## config.mk

```make
export PLATFORM = sky130hd
export DESIGN_NAME = pe_status_reporter
export DESIGN_NICKNAME = d
export VERILOG_FILES = /design/src/rtl/pe_status_pkg.sv /design/src/rtl/pe_mode_dec.sv /design/src/rtl/pe_tgl_cell.sv /design/src/rtl/pe_word_fmt.sv /design/src/rtl/pe_status_reporter.sv
export SDC_FILE = /design/constraint.sdc
export NUM_CORES = 1
export LEC_CHECK = 0
export BUFFER_PORTS_ARGS = -buffer_cell sky130_fd_sc_hd__buf_4
export CAP_MARGIN = 20
export CORE_MARGIN = 1
export CORE_UTILIZATION = 47
export DETAILED_ROUTE_END_ITERATION = 10
export HOLD_SLACK_MARGIN = 0.06
export PLACE_DENSITY = 0.78
export SLEW_MARGIN = 10
export SYNTH_ARGS = -nofsm -noshare
export SYNTH_HDL_FRONTEND = slang
export SYNTH_HIERARCHICAL = 1
export SYNTH_SLANG_ARGS = --single-unit
```

## constraint.sdc

```tcl
create_clock -name clk -period 1.9 [get_ports clk]
set_clock_uncertainty 0.05 [all_clocks]
set_input_delay 0.095 -clock clk [delete_from_list [all_inputs] [get_ports clk]]
set_output_delay 0.095 -clock clk [all_outputs]
set_load 0.05 [all_outputs]
```

## src/rtl/pe_status_pkg.sv

```systemverilog
package pe_status_pkg;
   typedef enum logic [1:0] {
      RD_PASS   = 2'd0,
      RD_ACTIVE = 2'd1,
      RD_SUSP   = 2'd2
   } rd_mode_e;

   localparam int NUM_TGL = 2;
   localparam int TGL_RUN = 0;
   localparam int TGL_SUS = 1;
endpackage

```

## src/rtl/pe_mode_dec.sv

```systemverilog
module pe_mode_dec
   import pe_status_pkg::*;
(
   input  logic     busy,
   input  logic     susp,
   input  logic     in_susp_sector,
   output rd_mode_e mode
);
   always_comb begin
      if (susp && in_susp_sector)
         mode = RD_SUSP;
      else if (busy && !susp)
         mode = RD_ACTIVE;
      else
         mode = RD_PASS;
   end
endmodule

```

## src/rtl/pe_tgl_cell.sv

```systemverilog
module pe_tgl_cell #(
   parameter logic CLR_VAL = 1'b0
) (
   input  logic clk,
   input  logic rst_n,
   input  logic clear,
   input  logic advance,
   output logic q_eff
);
   logic q;

   assign q_eff = clear ? CLR_VAL : q;

   always_ff @(posedge clk or negedge rst_n) begin
      if (!rst_n)
         q <= CLR_VAL;
      else if (advance)
         q <= ~q_eff;
      else if (clear)
         q <= CLR_VAL;
   end

   AST_TGL_CLEAR: assert property (@(posedge clk) disable iff (!rst_n)
      (clear && !advance) |=> (q == CLR_VAL));
   AST_TGL_FLIP: assert property (@(posedge clk) disable iff (!rst_n)
      (advance && !clear) |=> (q != $past(q)));
   AST_TGL_IDLE: assert property (@(posedge clk) disable iff (!rst_n)
      (!advance && !clear) |=> $stable(q));
endmodule

```

## src/rtl/pe_word_fmt.sv

```systemverilog
module pe_word_fmt
   import pe_status_pkg::*;
#(
   parameter int DATA_W   = 16,
   parameter int POLL_POS = 7,
   parameter int RUN_POS  = 6,
   parameter int TMO_POS  = 5,
   parameter int WIN_POS  = 3,
   parameter int SUS_POS  = 2
) (
   input  rd_mode_e          mode,
   input  logic [DATA_W-1:0] array_data,
   input  logic              is_erase,
   input  logic              prog_bit,
   input  logic              window_open,
   input  logic              timeout,
   input  logic              tgl_run,
   input  logic              tgl_sus,
   output logic [DATA_W-1:0] word
);
   always_comb begin
      word = '0;
      unique case (mode)
         RD_ACTIVE: begin
            word[POLL_POS] = is_erase ? 1'b0 : ~prog_bit;
            word[RUN_POS]  = tgl_run;
            word[TMO_POS]  = timeout;
            word[WIN_POS]  = is_erase & ~window_open;
            word[SUS_POS]  = tgl_sus;
         end
         RD_SUSP: begin
            word[POLL_POS] = 1'b1;
            word[RUN_POS]  = tgl_run;
            word[SUS_POS]  = tgl_sus;
         end
         default: word = array_data;
      endcase
   end
endmodule

```

## src/rtl/pe_status_reporter.sv

```systemverilog
module pe_status_reporter
   import pe_status_pkg::*;
#(
   parameter int DATA_W    = 16,
   parameter int POLL_POS  = 7,
   parameter int RUN_POS   = 6,
   parameter int TMO_POS   = 5,
   parameter int WIN_POS   = 3,
   parameter int SUS_POS   = 2,
   parameter bit READY_REG = 1'b1
) (
   input  logic              clk,
   input  logic              rst_n,
   input  logic              op_busy,
   input  logic              op_is_erase,
   input  logic              prog_bit,
   input  logic              erase_susp,
   input  logic              rd_in_susp_sector,
   input  logic              erase_window_open,
   input  logic              op_timeout,
   input  logic              rd_strobe,
   input  logic [DATA_W-1:0] array_data,
   output logic [DATA_W-1:0] rd_word,
   output logic              ready
);
   localparam int MAX_POS = DATA_W - 1;

   // elaboration-time parameter checks
   if (DATA_W < 8) begin : g_bad_width
      $error("pe_status_reporter: DATA_W must be at least 8");
   end
   if (POLL_POS > MAX_POS || RUN_POS > MAX_POS || TMO_POS > MAX_POS ||
       WIN_POS > MAX_POS || SUS_POS > MAX_POS) begin : g_bad_pos
      $error("pe_status_reporter: status bit position out of range");
   end
   if (POLL_POS == RUN_POS || POLL_POS == TMO_POS || POLL_POS == WIN_POS ||
       POLL_POS == SUS_POS || RUN_POS == TMO_POS || RUN_POS == WIN_POS ||
       RUN_POS == SUS_POS || TMO_POS == WIN_POS || TMO_POS == SUS_POS ||
       WIN_POS == SUS_POS) begin : g_dup_pos
      $error("pe_status_reporter: status bit positions overlap");
   end

   rd_mode_e          mode;
   logic              busy_q;
   logic              op_start;
   logic [NUM_TGL-1:0] tgl_adv;
   logic [NUM_TGL-1:0] tgl_val;
   logic [DATA_W-1:0] word_nxt;

   always_ff @(posedge clk or negedge rst_n) begin
      if (!rst_n) busy_q <= 1'b0;
      else        busy_q <= op_busy;
   end

   assign op_start = op_busy & ~busy_q;

   pe_mode_dec u_mode (
      .busy          (op_busy),
      .susp          (erase_susp),
      .in_susp_sector(rd_in_susp_sector),
      .mode          (mode)
   );

   assign tgl_adv[TGL_RUN] = rd_strobe && (mode == RD_ACTIVE);
   assign tgl_adv[TGL_SUS] = rd_strobe && (mode == RD_SUSP);

   for (genvar gi = 0; gi < NUM_TGL; gi++) begin : g_tgl
      pe_tgl_cell #(.CLR_VAL(1'b0)) u_cell (
         .clk    (clk),
         .rst_n  (rst_n),
         .clear  (op_start),
         .advance(tgl_adv[gi]),
         .q_eff  (tgl_val[gi])
      );
   end

   pe_word_fmt #(
      .DATA_W(DATA_W), .POLL_POS(POLL_POS), .RUN_POS(RUN_POS),
      .TMO_POS(TMO_POS), .WIN_POS(WIN_POS), .SUS_POS(SUS_POS)
   ) u_fmt (
      .mode       (mode),
      .array_data (array_data),
      .is_erase   (op_is_erase),
      .prog_bit   (prog_bit),
      .window_open(erase_window_open),
      .timeout    (op_timeout),
      .tgl_run    (tgl_val[TGL_RUN]),
      .tgl_sus    (tgl_val[TGL_SUS]),
      .word       (word_nxt)
   );

   always_ff @(posedge clk or negedge rst_n) begin
      if (!rst_n)         rd_word <= '0;
      else if (rd_strobe) rd_word <= word_nxt;
   end

   if (READY_REG) begin : g_ready_reg
      always_ff @(posedge clk or negedge rst_n) begin
         if (!rst_n) ready <= 1'b1;
         else        ready <= ~op_busy;
      end
      AST_READY_LOW: assert property (@(posedge clk) disable iff (!rst_n)
         op_busy |=> !ready);
      AST_READY_HIGH: assert property (@(posedge clk) disable iff (!rst_n)
         !op_busy |=> ready);
   end else begin : g_ready_comb
      assign ready = ~op_busy;
   end

   AST_IN_EXCL: assert property (@(posedge clk) disable iff (!rst_n)
      !(op_busy && erase_susp));
   AST_PASS_DATA: assert property (@(posedge clk) disable iff (!rst_n)
      (rd_strobe && !op_busy && !erase_susp) |=> (rd_word == $past(array_data)));
   AST_POLL_PROG: assert property (@(posedge clk) disable iff (!rst_n)
      (rd_strobe && op_busy && !op_is_erase) |=> (rd_word[POLL_POS] == !$past(prog_bit)));
   AST_POLL_ERASE: assert property (@(posedge clk) disable iff (!rst_n)
      (rd_strobe && op_busy && op_is_erase) |=> (rd_word[POLL_POS] == 1'b0));
   AST_WIN_BIT: assert property (@(posedge clk) disable iff (!rst_n)
      (rd_strobe && op_busy && op_is_erase) |=>
         (rd_word[WIN_POS] == !$past(erase_window_open)));
   AST_TMO_BIT: assert property (@(posedge clk) disable iff (!rst_n)
      (rd_strobe && op_busy) |=> (rd_word[TMO_POS] == $past(op_timeout)));
   AST_WORD_HOLD: assert property (@(posedge clk) disable iff (!rst_n)
      !rd_strobe |=> $stable(rd_word));
   AST_START_RUN0: assert property (@(posedge clk) disable iff (!rst_n)
      (rd_strobe && op_busy && !busy_q) |=> (rd_word[RUN_POS] == 1'b0));
endmodule

```

Word level (Yosys, flattened, before mapping)
Index checks and enable logic that the tools add are counted.

Register bits: 20. Word-level logic and storage cells: 35.

Eq/ne operators: 2. Multiplexer cells: 14. Bitwise gates (word level): 8. Reduce and logical (&&, ||, !) cells: 6.

Operator list (number): $mux W1 (8); $mux W8 (1); $not A1 Y1 (6); $logic_and A1 B1 Y1 (4); $mux W2 (2); $pmux W1 S2 (2); $pmux W2 S2 (1); $and A1 B1 Y1 (2); $eq A2 B1 Y1 const B (1); $eq A2 B2 Y1 const B (1); $reduce_or A2 Y1 (1); $logic_not A1 Y1 (1).

Logic depth before layout (Yosys ltp)
Depth in word-level cells: 7. Depth in mapped cells: 7.

Cells and area by module
Netlist, hierarchy kept.

Modules (own cells, without submodules): pe_status_reporter (times used 1, cells each 40, area an instance 723.2 µm²); pe_word_fmt (times used 1, cells each 30, area an instance 214.0 µm²); pe_tgl_cell (times used 2, cells each 3, area an instance 55.1 µm²); pe_mode_dec (times used 1, cells each 2, area an instance 16.3 µm²).

Worst setup path before layout
No wires, ideal clock.

Kind: input-to-reg. From: input erase_susp. To: register rd_word[2]. Arrival: 1.339 ns. Required time: 1.725 ns. Slack: 0.386 ns. Cell stages on the path: 6. Path through: and2b_2 > inv_1 > ha_1 > buf_6 > mux2_2 > mux2_4.

Word-level cells in the longest chain between the ends: 7.

RTL lines: start: declaration (RTL line pe_status_reporter.sv:17) `input logic erase_susp,`; $logic_not A1 Y1 (RTL line pe_mode_dec.sv:12) `else if (busy && !susp)`; $logic_and A1 B1 Y1 (RTL line pe_mode_dec.sv:12); $mux W1 (RTL line pe_mode_dec.sv:12); $mux W2 * (RTL line pe_mode_dec.sv:10) `if (susp && in_susp_sector)`; $eq A2 B1 Y1 or $eq A2 B2 Y1 (tied branches) (RTL line pe_word_fmt.sv:23) `unique case (mode)`; $reduce_or A2 Y1 (no line) *; $mux W1 * (RTL line pe_word_fmt.sv:23); net word_nxt[2] (RTL line pe_status_reporter.sv:48) `logic [DATA_W-1:0] word_nxt;`; end signal: assignment (RTL line pe_status_reporter.sv:94) `else if (rd_strobe) rd_word <= word_nxt;`; end: declaration (RTL line pe_status_reporter.sv:23) `output logic [DATA_W-1:0] rd_word,`.

The timed path passes the listed nets; every way through them passes the cells marked *. A chain may end at the register's enable or synchronous reset.

Worst setup path after layout
From: input erase_susp. To: register rd_word[7].

Word-level cells in the longest chain between the ends: 6.

RTL lines: $logic_not A1 Y1 (RTL line pe_mode_dec.sv:12); $logic_and A1 B1 Y1 (RTL line pe_mode_dec.sv:12); $mux W1 (RTL line pe_mode_dec.sv:12); $mux W2 * (RTL line pe_mode_dec.sv:10); net mode[0] (RTL line pe_status_reporter.sv:43) `rd_mode_e mode;`; $eq A2 B2 Y1 or $eq A2 B1 Y1 (tied branches) (RTL line pe_word_fmt.sv:23); $pmux W2 S2 * (RTL line pe_word_fmt.sv:23); net word_nxt[7] (RTL line pe_status_reporter.sv:48).

Marks and branches as above.

==> impl_summary.txt <==
----------------------------------------------------
[Worst setup path]
  Slowest cell on the critical path ... ha_1
  RR Startpoint ... busy_q
  Worst setup startpoint ... erase_susp
  Crit path max-delay family ... adder cells
  Worst setup path category ... in -> reg
  Reg-to-reg slack, setup ... 0.45 ns
  Worst path cell trace ... buf_4 -> and2b_2 -> inv_1 -> ha_1 -> buf_4 -> o41ai_2 -> mux2_4
  Crit-path max FO ... 11
  Required time reported for the critical path endpoint ... 2.10 ns
  WP buf/inv ... 3
  Critical path depth ... 7
  End of the critical path ... rd_word[7]
  Capture instance of the worst register-to-register path ... rd_word[2]
  Crit start category ... primary input
  Crit end category ... flop
  Max stage delay on crit path ... 0.41 ns
  Depth of the most critical reg-to-reg path ... 4
  Worst path most repeated cell ... buf_4
  CP arrival ... 1.67 ns

[Synthesis]
  Share of flip-flops with an asynchronous set or reset after synthesis ... 1.000
  Count of flip-flops with a built-in enable after synthesis ... 0
  Mapped Cells ... 78
  Warning count from the yosys run ... 6
  Number of library cell types mapped by synthesis ... 22
  Fraction of the yosys area taken by sequential cells ... 0.4718
  Total of flip-flops plus latches after synthesis ... 20
  Net count after synthesis ... 107
  Cell area after synthesis ... 0.001064 mm^2
  Average instance area after synthesis ... 13.63 um^2
  Synth top area cells ... dfrtp_1, mux2_4, mux2_2
  Fraction of synthesized cell area taken by the top area cell type ... 0.4471
  Top_reg_cell synth ... dfrtp_1
  Biggest area consumer among synthesized cells ... dfrtp_1

[Die]
  Row cnt ... 16
  DIE AREA ... 0.002457 mm^2
  Chip Height ... 49.57 um
  Total core area ... 0.002042 mm^2
  Count of boundary I/O pins ... 43
  Starting density of the core ... 0.5208
  Die width ... 49.57 um

[Place]
  Post-Place Cells ... 144
  Detailed placement HPWL ... 1486 um
  Routability Congestion ... 0.7551
  Buffers on Ports ... 42

[Global route]
  All-Layer GR Usage ... 0.1882
  Vias in the first global route ... 775
  First-pass GRT wire length ... 3353 um
  Maximum number of pins on one net before global-route repair ... 21
  Remaining Overflow, GRT ... 0
  Number of antenna violations at the first check in global routing ... 0

[Clock tree]
  Clock-pin transition on the worst setup and hold timing paths ... 0.11 ns
  Source-to-sink clock delay at the later pin of the worst-skew pair ... 0.30 ns
  Number of buffers between clock root and the deepest sink ... 2
  Post-CTS setup buffer count ... 0
  Htree depth ... 1
  Clock tree root driver cell ... clkbuf_4
  # clock sinks ... 20
  Number of buffers created by CTS ... 3
  CTS tree ... done

[Finish]
  Leading cell type in the layout, fill and taps excluded ... buf_4
  # fillers ... 168
  Non-filler instance count after layout ... 151
  Highest-count cells in the layout ignoring fill and taps ... buf_4, dfrtp_1, mux2_2
  Synthesis-to-finish area growth ... 34.47%
  Diode insertion count for antenna repair ... 0
  Net count reported at finish ... 154
  Layout cells sized above 1 ... 0.6129

[Worst hold path]
  Class of the tightest hold or removal check ... in -> reg

[Drt]
  Detailed Routing Iterations Pass 1 ... 4
  Total via count in the routed design ... 738
  Via density per instance ... 4.887
  Routed length per instance ... 13.17 um
  Violation count after the first detailed-route iteration ... 14
  Final ANT Viol Nets ... 0
  DRT Wirelength ... 1989 um
  Post-route DRC ... 0

[Timing]
  Setup repair after global routing missed its margin ... no
  Pins over their slew limit ... 0
  Relative slew slack ... 0.7490
  Setup TNS after final layout ... 0 ns
  Period utilization ... 0.7751
  Number of hold-slack violations in the final timing report ... 0
  Upper clock frequency limit ... 679.0 MHz
  Final critical-path required period ... 1.473 ns
  Slew of the pin with the lowest slew margin ... 0.3757 ns
  Number of setup violations in the final report ... 0

[Status]
  Outcome ... completed

[Flow run]
  Reported max-cap violation count ... 0

[Power]
  Cell Pwr Density ... 817.8 mW/mm^2
  Worst voltage drop across the vdd grid ... 0.0006292 V
  Leakage power of the design ... 0.0007341 uW
  Power after layout ... 1170 uW

----------------------------------------------------
final cells by class:
type | instances | area (um^2) | area share
Clock buffer | 4 | 26.28 | 0.01837
Sequential cell | 20 | 501.7 | 0.3508
Multi-Input combinational cell | 50 | 500.5 | 0.3500
Inverter | 4 | 15.01 | 0.01050
Timing Repair Buffer | 46 | 352.8 | 0.2467
Tap cell | 27 | 33.78 | 0.02362
flip-flops by register name (all words and copies together) (netlist names):
name            flops
rd_word            16
ready               1
busy_q              1
g_tgl.u_cell/q      2
stage by stage:
| stage | area, um^2 | hold slack (ns) | util | setup slack [ns] |
|---|---|---|---|---|
| 6_report | 1430 | 0.08352 | 0.7004 | 0.4272 |
| 3_3_place_gp | 1374 | -0.05915 | 0.6728 | 0.1625 |
| 3_5_place_dp | 1374 | -0.06279 | 0.6728 | 0.09648 |
| 2_1_floorplan | 1064 | -0.2506 | - | 0.3859 |
| 5_1_grt | 1430 | 0.06624 | 0.7004 | 0.3847 |
| 4_1_cts | 1420 | 0.06596 | 0.6955 | 0.4189 |
synth_stat cells, types with 2 or more instances:
cell     count
mux2_2       9
nand2_1      3
and3b_2      2
and2_2       4
mux2_4       8
xor2_2       2
ha_1         3
o21ai_0      3
nor2b_4      2
and2_1       8
buf_6        2
inv_1        4
dfrtp_1     19
power by group:
part           switching, uW  internal (uW)  total, uW
registers               28.8            481        510
logic                    259            193        452
clock network            126           81.9        208
what timing repair did:
action / CTS / global route
hold buffers: 2 / 1
endpoints found under the hold margin: 22 / 1
resized for setup: 0 / 0
endpoints found under the setup margin: 0 / 0
worst register-to-register path, stage by stage (launching register included):
cell     delay, ns
dfrtp_1       0.37
nor2b_1       0.32
nor2b_4       0.08
mux2_2        0.26
mux2_4        0.25
worst min-delay path by stage:
stage | end | cells past startpoint | slack, ns | startpoint
after floorplan | busy_q | 0 | -0.25 | rst_n
after global placement | rd_word[7] | 1 | -0.06 | rst_n
after detailed placement | rd_word[7] | 1 | -0.06 | rst_n
after CTS | rd_word[6] | 4 | 0.07 | array_data[6]
after global routing | rd_word[1] | 3 | 0.07 | array_data[1]
final | rd_word[3] | 3 | 0.08 | array_data[3]
logic make-up after synthesis:
kind of cell    after synthesis  synth area share
buf+inv                       8           0.05764
compound gates                5           0.03882
xor+xnor                      2           0.03059
flops                        20            0.4718
simple gates                 22            0.1482
mux                          18            0.2177
fa+ha+maj                     3           0.03530
metal layers:
metal | vias up | wire (um) | share of wire | track usage
met1 | 365 | 775 | 0.39 | 0.1940
li1 | 346 | - | - | -
met5 | - | 0 | 0 | 0
met4 | 0 | 42 | 0.021 | 0.1000
met3 | 5 | 111 | 0.056 | 0.05864
met2 | 22 | 1059 | 0.53 | 0.3356
Power figures use the tool's default switching activity.
